**src/rtl/rx_ring_mgr.sv**
```systemverilog
module rx_ring_mgr #(
  parameter int DEPTH     = 8,
  parameter int CW        = 16,
  parameter int BUF_BYTES = 1536,
  parameter int TMO_CYC   = 1000,
  localparam int IW = $clog2(DEPTH),
  localparam int TW = $clog2(TMO_CYC)
) (
  input  logic          clk,
  input  logic          rst_n,
  input  logic          cpl_we,
  input  logic [IW-1:0] cpl_idx,
  input  logic [31:0]   cpl_stat,
  input  logic [CW-1:0] cpl_cnt,
  input  logic [IW-1:0] peek_idx,
  output logic [31:0]   peek_stat,
  output logic [CW-1:0] peek_size,
  output logic [CW-1:0] peek_cnt,
  output logic [IW-1:0] cur_idx,
  output logic          frm_ok,
  output logic          frm_drop,
  output logic [CW-1:0] frm_len,
  output logic          wait_tmo
);
  localparam logic [31:0] REARM = 32'h8080_0000;
  localparam int B_OWN = 31, B_FIRST = 17, B_LAST = 16, B_ERR = 15;

  logic [31:0]   st_q  [DEPTH];
  logic [CW-1:0] sz_q  [DEPTH];
  logic [CW-1:0] cnt_q [DEPTH];
  logic [IW-1:0] nxt_q [DEPTH];
  logic [IW-1:0] cur_q;
  logic [TW-1:0] tcnt_q;

  logic          ready, good;
  logic [CW-1:0] ccnt;

  assign ready = ~st_q[cur_q][B_OWN];
  assign good  = st_q[cur_q][B_FIRST] & st_q[cur_q][B_LAST] & ~st_q[cur_q][B_ERR];
  assign ccnt  = cnt_q[cur_q];

  assign peek_stat = st_q[peek_idx];
  assign peek_size = sz_q[peek_idx];
  assign peek_cnt  = cnt_q[peek_idx];
  assign cur_idx   = cur_q;

  always_ff @(posedge clk) begin
    if (!rst_n) begin
      for (int i = 0; i < DEPTH; i++) begin
        st_q[i]  <= REARM;
        sz_q[i]  <= CW'(BUF_BYTES);
        cnt_q[i] <= '0;
        nxt_q[i] <= (i == DEPTH-1) ? '0 : IW'(i+1);
      end
    end else begin
      if (cpl_we) begin
        st_q[cpl_idx]  <= cpl_stat;
        cnt_q[cpl_idx] <= cpl_cnt;
      end
      if (ready) begin
        st_q[cur_q]  <= REARM;
        sz_q[cur_q]  <= CW'(BUF_BYTES);
        cnt_q[cur_q] <= '0;
      end
    end
  end

  always_ff @(posedge clk) begin
    if (!rst_n) begin
      cur_q    <= '0;
      tcnt_q   <= '0;
      frm_ok   <= 1'b0;
      frm_drop <= 1'b0;
      frm_len  <= '0;
      wait_tmo <= 1'b0;
    end else begin
      frm_ok   <= ready & good;
      frm_drop <= ready & ~good;
      if (ready) begin
        cur_q    <= nxt_q[cur_q];
        frm_len  <= !good ? ccnt : (ccnt >= CW'(2)) ? ccnt - CW'(2) : '0;
        tcnt_q   <= '0;
        wait_tmo <= 1'b0;
      end else if (tcnt_q == TW'(TMO_CYC-1)) begin
        tcnt_q   <= '0;
        wait_tmo <= 1'b1;
      end else begin
        tcnt_q   <= tcnt_q + 1'b1;
        wait_tmo <= 1'b0;
      end
    end
  end
endmodule

```
**config.mk**
```make
export PLATFORM = sky130hd
export DESIGN_NAME = rx_ring_mgr
export DESIGN_NICKNAME = d
export VERILOG_FILES = /design/src/rtl/rx_ring_mgr.sv
export SDC_FILE = /design/constraint.sdc
export NUM_CORES = 1
export LEC_CHECK = 0
export ABC_AREA = 1
export BUFFER_PORTS_ARGS = -buffer_cell sky130_fd_sc_hd__buf_2
export CAP_MARGIN = 10
export CORE_MARGIN = 5
export CORE_UTILIZATION = 40
export CTS_BUF_LIST = sky130_fd_sc_hd__clkbuf_16
export DETAILED_ROUTE_END_ITERATION = 12
export GPL_TIMING_DRIVEN = 0
export PLACE_DENSITY = 0.58
export SLEW_MARGIN = 20
export SYNTH_ARGS = -nofsm -noshare
export SYNTH_HDL_FRONTEND = slang
export SYNTH_SLANG_ARGS = --single-unit
```
**constraint.sdc**
```tcl
create_clock -name clk -period 2.34 [get_ports clk]
set_input_delay 0 -clock clk [delete_from_list [all_inputs] [get_ports clk]]
set_output_delay 0 -clock clk [all_outputs]
set_load 0.005 [all_outputs]
```
Word-level counts from Yosys, hierarchy flattened
Memory sizes are Yosys's and may differ from the RTL's. A register that Yosys moved wholly into a read port is not among the register bits.
Index checks and enable logic that the tools add are counted.
{"block": "word_totals", "register_bits": 29, "latchBits": 0, "mem_bits_rw": 408, "romBits": 0, "in_bits": 57, "out_inout_bits": 86, "elab_cells": 50, "memories": 3}
{"name": "st_q", "depth": 8, "width": 32, "rd": 2, "rd_ports_with_merged_regs": 0, "wr": 8, "line_no": "28", "text": "logic [31:0] st_q [DEPTH];"}
{"name": "cnt_q", "depth": 8, "width": 16, "rd": 2, "rd_ports_with_merged_regs": 0, "wr": 8, "line_no": "30", "text": "logic [CW-1:0] cnt_q [DEPTH];"}
{"name": "nxt_q", "depth": 8, "width": 3, "rd": 1, "rd_ports_with_merged_regs": 1, "wr": 8, "line_no": "31", "text": "logic [IW-1:0] nxt_q [DEPTH];"}
{"block": "op_classes", "addsub": 2, "mul": 0, "n_div": 0, "order_cmp": 1, "n_eq_ne": 1, "shift": 0, "muxes": 22, "bitwise": 8, "reduce_logical": 8}
{"operator": "$mux W16", "count": 4}
{"operator": "$mux W32", "count": 2}
{"operator": "$reduce_or A32 Y1", "count": 2}
{"operator": "$reduce_or A16 Y1", "count": 2}
{"operator": "$ge A16 B2 Y1 const B", "count": 1}
{"operator": "$sub A16 B2 Y16 const B", "count": 1}
{"operator": "$mux W1", "count": 12}
{"operator": "$mux W3", "count": 4}
{"operator": "$add A10 B1 Y10 const B", "count": 1}
{"operator": "$eq A10 B10 Y1 const B", "count": 1}
{"operator": "$and A1 B1 Y1", "count": 4}
{"operator": "$not A1 Y1", "count": 4}
{"operator": "$reduce_or A3 Y1", "count": 1}
{"operator": "$logic_not A1 Y1", "count": 2}
{"operator": "$reduce_and A2 Y1", "count": 1}

Depth between registers and ports, before layout
An unclocked memory read counts as a cell.
{"block": "depth", "depth_word": 6, "mapped_depth": 18}

Worst setup path before layout
No wires, ideal clock.
{"block": "synth_path", "path_type": "reg-to-reg", "start": "register cur_q[1], in the netlist cur_idx[1] (read register of nxt_q)", "end": "register frm_len[15]", "setup_time_ns": 0.112, "arrival_time_ns": 1.963, "required_time_ns": 2.228, "slack_ns": 0.265, "stages_incl_launch_ff": 19, "period_less_slack_ns": 2.075, "path_cell_list": "dfxtp_1 -> buf_6 -> inv_1 -> buf_4 -> nand2_1 -> nor2_1 -> nand2_1 -> nand3_1 -> nor2_1 -> ha_1 -> inv_1 -> nor2_1 -> nand2_1 -> nor2_2 -> nand3_1 -> nand2_1 -> nand2_1 -> nand2_1 -> nand2_1"}
{"block": "synth_via", "elab_chain_cells": 4}
{"element": "from (decl)", "line_no": "32", "text": "logic [IW-1:0] cur_q;"}
{"element": "$mem_v2 Z8 W16 / $mem_v2 Z8 W32 (equally long branches)"}
{"element": "$sub A16 B2 Y16 (tied with other cells)", "line_no": "81", "text": "frm_len <= !good ? ccnt : (ccnt >= CW'(2)) ? ccnt - CW'(2) : '0;"}
{"element": "$mux W16 / $and A1 B1 Y1 (equally long branches)", "line_no": "81, 39"}
{"element": "$mux W16", "line_no": "81"}
{"element": "to (signal assigned)", "line_no": "81"}
{"element": "to (decl)", "line_no": "22", "text": "output logic [CW-1:0] frm_len,"}
Parallel ways exist; a longest one is shown, timed or not.
A chain may end at the register's enable or synchronous reset.

==> out/metrics.cfg <==
[timing]
period_minus_slack_ps = 2380
max-slew-margin-rel = 0.222
finalSetupViolations = 14
slew_viol_final = 0
fmax_ghz = 0.420
fin_ws_ps = -38.6
fin_crit_sh = 1.02
max_slew.worst_pin.slew_ps = 1170
fin_worst_skew_ps = 32.1
final-hold-violation-count = 0
fin_setup_tns_ps = -245

[detailed_routing]
viasPerCell = 5.75
drt_iter0_drc = 2941
drcViolationCount = 0
routed_wl_um = 99200
post_drt_wl_per_cell_um = 23.5
num_vias = 24300
antenna_left = 0
drt-pass1-iter-count = 7

[synth]
synth_async_sr_flop_share = 0
syn_inst = 3240
synth.area.mux_share = 0
syn_avg_cell_area_um2 = 6.58
synth-adder-area-share = 0.00352
synth_edf_count = 0
synth_top_cell_by_area = dfxtp_1
ys_types = 34
synth_warnings = 0
netlist_top_cells_area = dfxtp_1 39%, inv_1 10%, nand3_1 8.2%
synth_xor_area_frac = 0.00246
synth_top_area_share = 0.390
synth-simple-area-share = 0.225
yosysMostFrequentCell = inv_1
synth_seq_area_share = 0.390
synth_compound_area_frac = 0.217
ys.flop_type = dfxtp_1
ys_ff_latch = 416
synthTopCellsByCount = 573 x inv_1, 416 x dfxtp_1, 381 x nand2_1
synth_top_family_by_area = simple AND/OR/NAND/NOR gates
syn_area_mm2 = 0.0213

[floorplan]
die_x_um = 241
start_util = 0.405
ios = 143
core-area_mm2 = 0.0527
fp-row-count = 84
fp.dieArea_mm2 = 0.0580
die_h_um = 241

[global_routing]
grt_util_all_layers = 0.325
grt_pass1_wl_um = 142000
overflow = 0
grt_max_degree = 14
grt_pass1_vias = 22100
grt_antenna_before_repair = 0

[power_and_ir_drop]
vdd_drop_max_mv = 0.534
pwr_density_cell_mw_per_mm2 = 653
leakage_nw = 10.4
total_power_w = 0.0167

[cells_and_area]
nNetsFinal = 3565
num-fill-cells = 5408
areaGrowthSynthToFinish_pct = 19.9
drive_above_1_share = 0.112
fin_util = 0.486
final_cell_area_mm2 = 0.0256

[setup_path]
reg2reg_to = frm_len[10]
r2r_cells = 14
critical_path_class = in -> reg
worstPathRequired_ps = 2880
regToRegSetupSlack_ps = 50
end_kind = flop
cp_data_arrival_time_ps = 2920
worstReg2RegStart = cur_idx[1]
cp_max_fo = 11
crit_path_start_kind = input port

[run_status]
outcome = complete, but fails checks
violations = setup timing

[clock_network]
cts_max_level = 2
cts_tree = done
clk_latency_ps = 620
clkTransAtPathRegs_ps = 60
numCtsBuffers = 48
cts_sinks = 416
cts_root_buffer = clkbuf_16
ctsLongestPathBuffers = 3

[run]
maxCapViolCount = 0

[hold_path]
whs_endpoint = cnt_q[7][10]
hold_depth = 5
min_path_type = in -> reg
min_from = cpl_cnt[10]

[placed_design]
routabilityCongestion = 0.995
place.detailed.hpwl_um = 69500
placed_area_mm2 = 0.0229
io_buffers = 123
dp_worst_setup_slack_ps = -669

==> flip-flops by register name (all words and copies together) (netlist names) <==
| signal | flops |
|---|---|
| cur_idx | 3 |
| frm_len | 16 |
| wait_tmo | 1 |
| frm_ok | 1 |
| tcnt_q | 10 |
| frm_drop | 1 |
| cnt_q | 128 |
| st_q | 256 |
==> power by group <==
| group | internal (W) | switching, W |
|---|---|---|
| logic | 0.000610 | 0.00148 |
| clock network | 0.00410 | 0.00319 |
| registers | 0.00724 | 0.0000771 |
==> placed cells by master, fill, tap and decap left out, types with 26 or more instances in the layout <==
cell and instances:
clkbuf_1 129, a21oi_1 317, nor2_1 336, buf_1 26
clkbuf_16 49, a31oi_1 48, o21ai_0 189, dfxtp_1 413
o22ai_1 248, dlygate4sd3_1 46, buf_2 139, nand2_1 368
nand3_1 342, inv_1 585, buf_4 66
==> worst max-delay path by stage <==
stage | slack, ps | end | depth (start not counted) | start
floorplan | 260 | frm_len[15] | 18 | cur_idx[1]
global placement | -760 | st_q[3][16] | 9 | cpl_idx[1]
detailed placement | -670 | st_q[0][28] | 9 | rst_n
CTS | 2 | frm_len[4] | 15 | cur_idx[1]
global route | -40 | frm_len[7] | 16 | cur_idx[2]
finish | -40 | st_q[0][29] | 8 | cpl_idx[2]
==> critical path, cell delays in order <==
cell,delay [ps]
buf_2,160
nor2_1,90
clkdlybuf4s15_1,750
nand2_1,590
clkbuf_2,570
clkbuf_1,460
nand3_1,140
a21oi_1,150
==> per-stage QoR <==
step / hold slack, ps / cells
floorplan: 67.8 / 3254
detailed placement: 320 / 4065
global placement: 312 / 4065
CTS: 0.979 / 4209
finish: 8.86 / 4225
global route: 49.2 / 4224
==> cells by family (layout without fill, tap and decap cells) <==
| family | count (synthesis) | in the layout |
|---|---|---|
| and+or+nand+nor | 1132 | 1132 |
| buffers and inverters | 845 | 1127 |
| AOI/OAI and AO/OA | 833 | 833 |
| DFF | 416 | 416 |
| adders and majority gates | 6 | 6 |
| xor gates and xnor gates | 6 | 6 |
| other | 2 | 17 |
==> routing by layer <==
metal | GRT usage | share of wire
met1 | 0.422 | 0.39
met2 | 0.516 | 0.44
met3 | 0.0606 | 0.11
met4 | 0.173 | 0.063
met5 | 0 | 0
==> layout make-up <==
class	instances	area [um^2]	area share
diodes	1	2.50	0.0000978
flip-flops and latches	416	8340	0.326
clock buffers	49	1230	0.0479
inverters	581	2210	0.0863
repair buffers	199	1310	0.0513
well taps	688	861	0.0337
multi-input cells	1993	9890	0.387
plain buffers	263	1480	0.0580
clock inverters	35	253	0.00988
==> repair_timing <==
item,4_1_cts,5_1_grt
pin swaps,4,16
hold endpoints to repair,346,0
gates resized for setup,81,108
hold buffers,46,0
buffers inserted,14,14
gates cloned,0,2
setup endpoints to repair,374,308
Note: power is estimated with default switching activity, not from simulation.
